[src/rtl/wbuf_pkg.sv]
package wbuf_pkg;
    localparam int ADDR_W = 32;
    localparam int DATA_W = 32;
    localparam int WORDS  = 4;
    localparam int WSEL_W = $clog2(WORDS);
    localparam int OFF_W  = WSEL_W + $clog2(DATA_W / 8);
    localparam int BLK_W  = ADDR_W - OFF_W;

    typedef logic [ADDR_W-1:0] addr_t;
    typedef logic [BLK_W-1:0]  blk_t;
    typedef logic [DATA_W-1:0] word_t;
    typedef logic [WSEL_W-1:0] wsel_t;

    typedef struct packed {
        blk_t                   blk;
        logic [WORDS-1:0]       mask;
        word_t [WORDS-1:0]      data;
    } entry_t;

    function automatic blk_t blk_of(addr_t a);
        return a[ADDR_W-1:OFF_W];
    endfunction

    function automatic wsel_t wsel_of(addr_t a);
        return a[OFF_W-1:OFF_W-WSEL_W];
    endfunction
endpackage

[src/rtl/wbuf_io_decode.sv]
module wbuf_io_decode
    import wbuf_pkg::*;
#(
    parameter addr_t IO_BASE = 32'hF000_0000,
    parameter addr_t IO_MASK = 32'hF000_0000
) (
    input  addr_t addr,
    output logic  is_io
);
    assign is_io = (addr & IO_MASK) == IO_BASE;
endmodule

[src/rtl/wbuf_match.sv]
module wbuf_match
    import wbuf_pkg::*;
#(
    parameter int DEPTH = 4,
    localparam int PTR_W = $clog2(DEPTH),
    localparam int CNT_W = PTR_W + 1
) (
    input  logic             clk,
    input  logic             rst,
    input  entry_t           ent [DEPTH],
    input  logic [PTR_W-1:0] head,
    input  logic [CNT_W-1:0] count,
    input  logic             st_valid,
    input  blk_t             st_blk,
    input  logic             st_io,
    input  logic             rd_valid,
    input  blk_t             rd_blk,
    input  wsel_t            rd_w,
    output logic             merge_hit,
    output logic [PTR_W-1:0] merge_idx,
    output logic             rd_fwd,
    output logic             rd_wait,
    output word_t            rd_data
);
    logic [DEPTH-1:0] merge_vec;

    always_comb begin
        logic             found;
        logic [PTR_W-1:0] idx;
        entry_t           young;
        merge_vec = '0;
        merge_idx = '0;
        found     = 1'b0;
        young     = '0;
        for (int k = 0; k < DEPTH; k++) begin
            idx = head + PTR_W'(k);
            if (k < int'(count)) begin
                // head (k == 0) is on the memory port and closed to stores
                if (k != 0 && st_valid && !st_io && ent[idx].blk == st_blk) begin
                    merge_vec[idx] = 1'b1;
                    merge_idx      = idx;
                end
                // later k is younger, so the last match wins
                if (rd_valid && ent[idx].blk == rd_blk) begin
                    found = 1'b1;
                    young = ent[idx];
                end
            end
        end
        merge_hit = |merge_vec;
        rd_fwd    = found && young.mask[rd_w];
        rd_wait   = found && !young.mask[rd_w];
        rd_data   = rd_fwd ? young.data[rd_w] : '0;
    end

    // at most one entry can take a merging store
    a_r3_single_target: assert property (@(posedge clk) disable iff (rst)
        $onehot0(merge_vec));
endmodule

[src/rtl/merge_wbuf.sv]
module merge_wbuf
    import wbuf_pkg::*;
#(
    parameter int    DEPTH   = 4,
    parameter addr_t IO_BASE = 32'hF000_0000,
    parameter addr_t IO_MASK = 32'hF000_0000
) (
    input  logic                    clk,
    input  logic                    rst,
    input  logic                    st_valid,
    output logic                    st_ready,
    input  logic [ADDR_W-1:0]       st_addr,
    input  logic [DATA_W-1:0]       st_data,
    input  logic                    rd_valid,
    input  logic [ADDR_W-1:0]       rd_addr,
    output logic                    rd_fwd,
    output logic                    rd_wait,
    output logic [DATA_W-1:0]       rd_data,
    output logic                    mem_valid,
    input  logic                    mem_ready,
    output logic [ADDR_W-1:0]       mem_addr,
    output logic [WORDS*DATA_W-1:0] mem_data,
    output logic [WORDS-1:0]        mem_mask
);
    localparam int PTR_W = $clog2(DEPTH);
    localparam int CNT_W = PTR_W + 1;

    entry_t           ent [DEPTH];
    logic [PTR_W-1:0] head, tail, merge_idx;
    logic [CNT_W-1:0] count;
    logic             st_io, merge_hit, full, do_push, do_merge, do_pop;
    entry_t           fresh;
    wsel_t            st_w;
    logic             unused_lo;

    assign unused_lo = ^{st_addr[OFF_W-WSEL_W-1:0], rd_addr[OFF_W-WSEL_W-1:0]};

    wbuf_io_decode #(.IO_BASE(IO_BASE), .IO_MASK(IO_MASK)) u_io (
        .addr  (st_addr),
        .is_io (st_io)
    );

    wbuf_match #(.DEPTH(DEPTH)) u_match (
        .clk       (clk),
        .rst       (rst),
        .ent       (ent),
        .head      (head),
        .count     (count),
        .st_valid  (st_valid),
        .st_blk    (blk_of(st_addr)),
        .st_io     (st_io),
        .rd_valid  (rd_valid),
        .rd_blk    (blk_of(rd_addr)),
        .rd_w      (wsel_of(rd_addr)),
        .merge_hit (merge_hit),
        .merge_idx (merge_idx),
        .rd_fwd    (rd_fwd),
        .rd_wait   (rd_wait),
        .rd_data   (rd_data)
    );

    assign st_w      = wsel_of(st_addr);
    assign full      = count == CNT_W'(DEPTH);
    assign st_ready  = merge_hit || !full;
    assign do_merge  = st_valid && merge_hit;
    assign do_push   = st_valid && !merge_hit && !full;
    assign mem_valid = count != '0;
    assign do_pop    = mem_valid && mem_ready;
    assign mem_addr  = {ent[head].blk, {OFF_W{1'b0}}};
    assign mem_data  = ent[head].data;
    assign mem_mask  = ent[head].mask;

    always_comb begin
        fresh             = '0;
        fresh.blk         = blk_of(st_addr);
        fresh.mask[st_w]  = 1'b1;
        fresh.data[st_w]  = st_data;
    end

    always_ff @(posedge clk) begin
        if (rst) begin
            head  <= '0;
            tail  <= '0;
            count <= '0;
            for (int i = 0; i < DEPTH; i++) ent[i] <= '0;
        end else begin
            if (do_merge) begin
                ent[merge_idx].data[st_w] <= st_data;
                ent[merge_idx].mask[st_w] <= 1'b1;
            end
            if (do_push) begin
                ent[tail] <= fresh;
                tail      <= tail + 1'b1;
            end
            if (do_pop) head <= head + 1'b1;
            count <= count + CNT_W'(do_push) - CNT_W'(do_pop);
        end
    end

    a_r2_no_overflow: assert property (@(posedge clk) disable iff (rst)
        count <= CNT_W'(DEPTH));

    a_r4_head_frozen: assert property (@(posedge clk) disable iff (rst)
        mem_valid && !mem_ready |=> mem_valid && $stable(mem_addr)
                                    && $stable(mem_data) && $stable(mem_mask));

    a_r5_io_no_merge: assert property (@(posedge clk) disable iff (rst)
        st_valid && st_io |-> !merge_hit);

    a_r6_mask_nonzero: assert property (@(posedge clk) disable iff (rst)
        mem_valid |-> mem_mask != '0);

    a_r8_fwd_wait_excl: assert property (@(posedge clk) disable iff (rst)
        !(rd_fwd && rd_wait));
endmodule

[config.mk]
export PLATFORM = sky130hd
export DESIGN_NAME = merge_wbuf
export DESIGN_NICKNAME = d
export VERILOG_FILES = /design/src/rtl/wbuf_pkg.sv /design/src/rtl/wbuf_io_decode.sv /design/src/rtl/wbuf_match.sv /design/src/rtl/merge_wbuf.sv
export SDC_FILE = /design/constraint.sdc
export NUM_CORES = 2
export LEC_CHECK = 0
export ABC_CLOCK_PERIOD_IN_PS = 5700
export BUFFER_PORTS_ARGS = -buffer_cell sky130_fd_sc_hd__buf_2
export CAP_MARGIN = 20
export CORE_UTILIZATION = 40
export DETAILED_ROUTE_END_ITERATION = 7
export HOLD_SLACK_MARGIN = 0.12
export MAX_ROUTING_LAYER = met4
export PLACE_DENSITY_LB_ADDON = 0.25
export SLEW_MARGIN = 20
export SYNTH_ARGS = -nofsm -noshare
export SYNTH_HDL_FRONTEND = slang
export SYNTH_SLANG_ARGS = --single-unit
[constraint.sdc]
create_clock -name clk -period 5.7 [get_ports clk]
set_input_delay 0.57 -clock clk [delete_from_list [all_inputs] [get_ports clk]]
set_output_delay 0.57 -clock clk [all_outputs]
set_load 0.05 [all_outputs]
## After elaboration in Yosys (flattened, before gate mapping)

Index checks and enable logic that the tools add are counted.

- Equal/unequal tests: 9
- Bitwise logic cells: 9
- Reduce and logical (&&, ||, !) cells: 27
- Muxes and demuxes: 67
- Add/subtract/negate cells: 6
- Magnitude comparators: 21

Operator list:

| cell | number |
|---|---|
| $bwmux 640 | 3 |
| $mux 640 | 3 |
| $mux 160 | 9 |
| $bmux 160 s2 | 4 |
| $mux 132 | 9 |
| $demux 160 s2 | 3 |
| $eq 28x28->1 | 7 |
| $and 128x128->128 | 1 |
| $mux 128 | 1 |
| $mux 32 | 3 |
| $bmux 32 s2 | 1 |
| $demux 32 s2 | 1 |
| $mux 4 | 6 |
| $logic_and 1x1->1 | 20 |
| $ge 3x3->1 const B | 6 |
| $not 2->3 | 6 |
| $lt 2x3->1 const B | 5 |
| $mux 1 | 13 |
| $mux 2 | 6 |
| $demux 1 s2 | 4 |
| $ge 2x1->1 const B | 4 |
| $or 4x4->4 | 2 |
| $lt 1x3->1 const A | 2 |
| $lt 2x3->1 const A | 2 |
| 12 further kinds | 18 |

- Output and inout bits: 200
- Input bits: 101
- Register bits: 647
- Logic and storage cells: 166

## Depth between registers and ports, before layout

- Word-level depth: 24
- Gate-level depth with buffers: 31
- Depth with buffers taken out: 18

## Modules after synthesis

From an unflattened synthesis, not the netlist that was laid out.

- Cell total of the unflattened synthesis: 4,929
- Area total of the unflattened synthesis: 52,819.4 um2

By module, submodules not included:

| module | seq. area each (um2) | cells an instance | area an instance (um2) | times used |
|---|---|---|---|---|
| merge_wbuf | 12,952.4 | 2,732 | 28,900.2 | 1 |
| wbuf_match | 0.0 | 2,196 | 23,910.4 | 1 |
| wbuf_io_decode | 0.0 | 1 | 8.8 | 1 |

## Least setup slack after synthesis

Ideal clock, no wire load.

- Kind: register to output
- Start point: reg head[0]
- End point: out rd_data[12]
- Path slack: -0.903 ns
- Required time: 5.130 ns
- Stages on the path, launching flop included: 25
- Arrival: 6.033 ns
- Buffers on the path: 13
- Cell sequence: dfxtp_1 -> buf_6 -> buf_6 -> buf_6 -> buf_6 -> buf_6 -> buf_2 -> buf_2 -> clkinv_1 -> ha_1 -> buf_4 -> buf_4 -> buf_4 -> mux4_2 -> xnor2_1 -> nand4_1 -> nor4_2 -> and2_0 -> buf_2 -> buf_6 -> buf_2 -> a221oi_1 -> a2111oi_0 -> a211oi_1 -> a31oi_1

- Longest elaborated chain between the ends: 18
- Elaborated cells between the ends (all ways): 49
- Classes of those cells: add/sub (3); eq/ne (4); mux (33); bitwise (4); reduce/logical (5)

Ends and longest elaborated chain:

| what | line | RTL |
|---|---|---|
| start: declaration | merge_wbuf.sv:29 | `logic [PTR_W-1:0] head, tail, merge_idx;` |
| start signal: assignment | merge_wbuf.sv:95 | `if (do_pop) head <= head + 1'b1;` |
| parallel branches: the longest is 17 deep, another holds $add 2x1->2 | -- |  |
| $mux 32 (*) | wbuf_match.sv:53 | `rd_data = rd_fwd ? young.data[rd_w] : '0;` |
| end: declaration | merge_wbuf.sv:18 | `output logic [DATA_W-1:0] rd_data,` |

Mark *: on every way between the ends. The select of a mux whose other input is x is not followed.

## Worst setup path in the final report

- Start point: reg head[0]
- End point: out rd_data[30]

Same word-level chain as after synthesis.

==> reports/results.ini <==
[layout]
post_route_cells_drive_above_1_share_pct=28.5
area_delta_synth_final_pct=22.8
nFillCells=10300
nNetsFinal=5230
fin_util_pct=49.5

[worst_hold_path]
hold_class=input pin to flop

[synthesis]
syn_inst=4877
syn-mean-instance-area_um2=9.15
ys_seq_elements=647
synthArstFlopShare_pct=0
yosysUniqueCellTypes=90
yosysWarnings=0
ys_seq_area_share_pct=29.0
dominantRegCellSynth=dfxtp_1
synth_edf_count=0
syn_area_um2=44600

[floorplan]
die_x_um=336
core.rowCount=122
die-area_um2=113000
die_h_um=336
fp.coreArea_um2=111000
io_pins=301
floorplan.initialDensity_pct=40.3

[clocking]
cts_tree=yes
root_buffer=clkbuf_16
htreeDepth=3
clk_pin_slew_worst_paths_ps=60
cts_hold_buf=0
clock_latency_ps=680
cts_buffers=79
clockBufferDepth=3
clock_sinks=647

[drt]
vias_per_cell=6.65
drt_iter0_markers=4815
drtPass1Iterations=6
routed_wl_um=198000
wl_per_cell_um=29.6
ant_nets=0
drc=0
vias=44300

[sta]
rsz0062_at_grt=true
post-route-period-util_pct=103
fmax_ghz=0.170
setup_violations=25
holdWs_ps=239
period_minus_slack_ps=5880
setup_tns_ps=-1830
max_slew.worst_pin.slew_ps=1150
slew_viol_final=0
timing.final.ws_setup_ps=-183
max_slew_margin_pct=23.5
final.setup_skew_ps=32.0
hold_viol_final=0

[global_route]
globalRouteOverflowTotal=0
antenna_found_initial=6
grt_first_pass_wirelength_um=282000
groute.usage.overall_pct=34.5
grt_pass1_vias=40700
grt_use_met1_pct=43.3
busiest_layer=met2
grt_use_met2_pct=51.9
grt_max_degree=164
gr-usage-met3_pct=5.89

[place]
gp_congestion=1.03
dp_hpwl_um=127000
portBuffers=292

[power]
switching_share_pct=41.1
irDropWorstVdd_v=0.000327
total_leakage_power_nw=19.7
sequentialPowerShare_pct=26.1
power.switching_mw=7.72
comb_power_share_pct=44.3
power.density_nw_per_um2=343
p_int_mw=11.0
power_frac_clock_pct=29.6

[run_status]
failed_checks=setup timing
status=complete, but fails checks

[worst_setup_path]
path_max_fanout=6
cp.required_ps=5130
crit_path_start_kind=flop
critPathKind=flop to primary output
cp-end-kind=primary output
worstPathArrival_ps=5310

[run]
cap_viol_max_count=0

routing by layer:
layer	wire, um	up-vias
met5	0	-
met2	87900	2587
li1	-	19200
met1	77400	22000
met3	18800	585
met4	13400	0
cells in the final DEF, fill, tap and decap left out, types with 16 or more instances in the layout:
master / instances
mux2_2: 171
mux4_2: 223
xnor2_1: 124
a32o_1: 132
o211ai_1: 72
buf_4: 323
nand3_1: 23
mux2i_1: 357
a21o_1: 18
dfxtp_1: 645
nand4_1: 34
a211o_1: 17
buf_2: 256
a221oi_2: 24
nor2_1: 230
nor4_1: 21
a211oi_1: 37
a21oi_4: 29
buf_6: 45
a221oi_1: 36
o21ai_0: 212
and2_1: 17
o221ai_1: 29
nor2b_1: 34
xor2_1: 35
a31oi_4: 20
nand2b_1: 18
a22o_1: 396
clkbuf_16: 85
o22ai_1: 46
a21boi_0: 16
o2111ai_1: 22
inv_1: 41
nor3_1: 57
a21oi_1: 384
buf_12: 73
nand2_1: 476
critical path, cell delays in order, from the launching register on:
cell and delay (ps):
dfxtp_4 380, clkinv_4 60, ha_4 290, buf_12 150, buf_12 150, mux4_2 510, nor2b_4 170, a2111oi_4 290
nand4_1 150, nor4_2 320, buf_4 190, and2_4 240, buf_12 140, buf_12 130, a221o_1 160, nor3_1 60
a2111oi_0 360, o2111ai_1 240, buf_4 220, a21oi_4 260, buf_12 180
Yosys cell counts (13+ instances only):
master	number	share of area, %
nand2b_1	18	0.25
a221o_1	15	0.34
buf_2	185	2.1
o211ai_1	72	1.2
a2111oi_0	32	0.63
a22o_1	396	7.8
o2111ai_1	26	0.51
a211o_1	17	0.33
buf_6	13	0.33
a21o_1	18	0.30
nor4_1	24	0.34
clkbuf_1	253	2.1
buf_1	97	0.82
nor2_1	239	2.0
a221oi_1	71	1.4
nor3_1	57	0.64
o22ai_1	47	0.66
a22oi_1	17	0.29
a211oi_1	49	0.82
o221ai_1	30	0.59
buf_4	26	0.44
nor2b_1	39	0.55
o21ai_0	217	2.4
mux2_2	171	4.3
xnor2_1	137	2.7
xor2_1	36	0.71
and2_1	18	0.25
a31oi_1	22	0.31
nand2_1	480	4.0
a32o_1	132	3.0
a21boi_0	17	0.29
a21oi_1	415	4.7
inv_1	43	0.36
nand3_1	24	0.27
mux2i_1	366	8.2
ha_1	16	0.45
o22a_1	15	0.29
nand4_1	34	0.48
mux4_2	223	11
dfxtp_1	647	29
power groups by stage:
stage	Sequential, mW	Clock [mW]	Combinational (mW)
detailed placement	4.98	0	7.57
floorplan	4.92	0	5.66
CTS	4.89	5.60	7.97
finish	4.89	5.55	8.32
global placement	4.97	0	7.52
global route	4.92	5.78	8.70
cells by family (layout without fill, tap and decap cells):
kind of cell	Yosys count	count (layout)	synth area share (%)
flops	647	647	29.0
other cells	1	14	0.00840
compound gates	1654	1654	26.8
buf+inv	625	915	6.34
xor+xnor	173	173	3.40
simple gates	992	996	9.92
fa+ha+maj	17	17	0.494
mux	768	768	24.0
state kept, by name, summed over array words and instances, names as in the netlist:
name,flops
count,3
ent,640
head,2
tail,2
metrics by stage:
stage / power (mW) / std cells / cell area, um2 / worst slack (ps)
finish: 18.8 / 6672 / 54800 / -183
global route: 19.4 / 6667 / 54800 / -234
CTS: 18.5 / 6608 / 53600 / -71.8
detailed placement: 12.6 / 6416 / 49300 / -184
global placement: 12.5 / 6415 / 49300 / -191
floorplan: 10.6 / 4880 / 45200 / 8.84
repair_timing:
| action | 4_1_cts | 5_1_grt |
|---|---|---|
| endpoints found under the setup margin | 34 | 36 |
| gates cloned | 13 | 6 |
| pin swaps | 32 | 53 |
| gates resized for setup | 171 | 141 |
| setup buffers | 37 | 48 |
layout make-up:
type                       instances  area (um2)  share of cell area, %
clock buffer                     106        2260                   4.13
multi-input combinational       3612       30500                   55.7
timing repair buffer             726        6370                   11.6
tap                             1488        1860                   3.40
clock inverter                    37         566                   1.03
sequential                       647       13000                   23.7
inverter                          46         200                  0.365
antenna                           10        25.0                 0.0457
worst paths after layout:
check	from	end	slack (ps)	cells after the start
hold / removal	st_addr[15]	ent[143]$_SDFFE_PP0P_	240	3
setup reg to reg	head[0]$_SDFFE_PP0P_	count[2]$_SDFF_PP0_	320	20
setup / recovery	head[0]$_SDFFE_PP0P_	rd_data[30]	-180	20
hold reg to reg	ent[141]$_SDFFE_PP0P_	ent[141]$_SDFFE_PP0P_	480	2
Note: power is estimated with default switching activity, not from simulation.
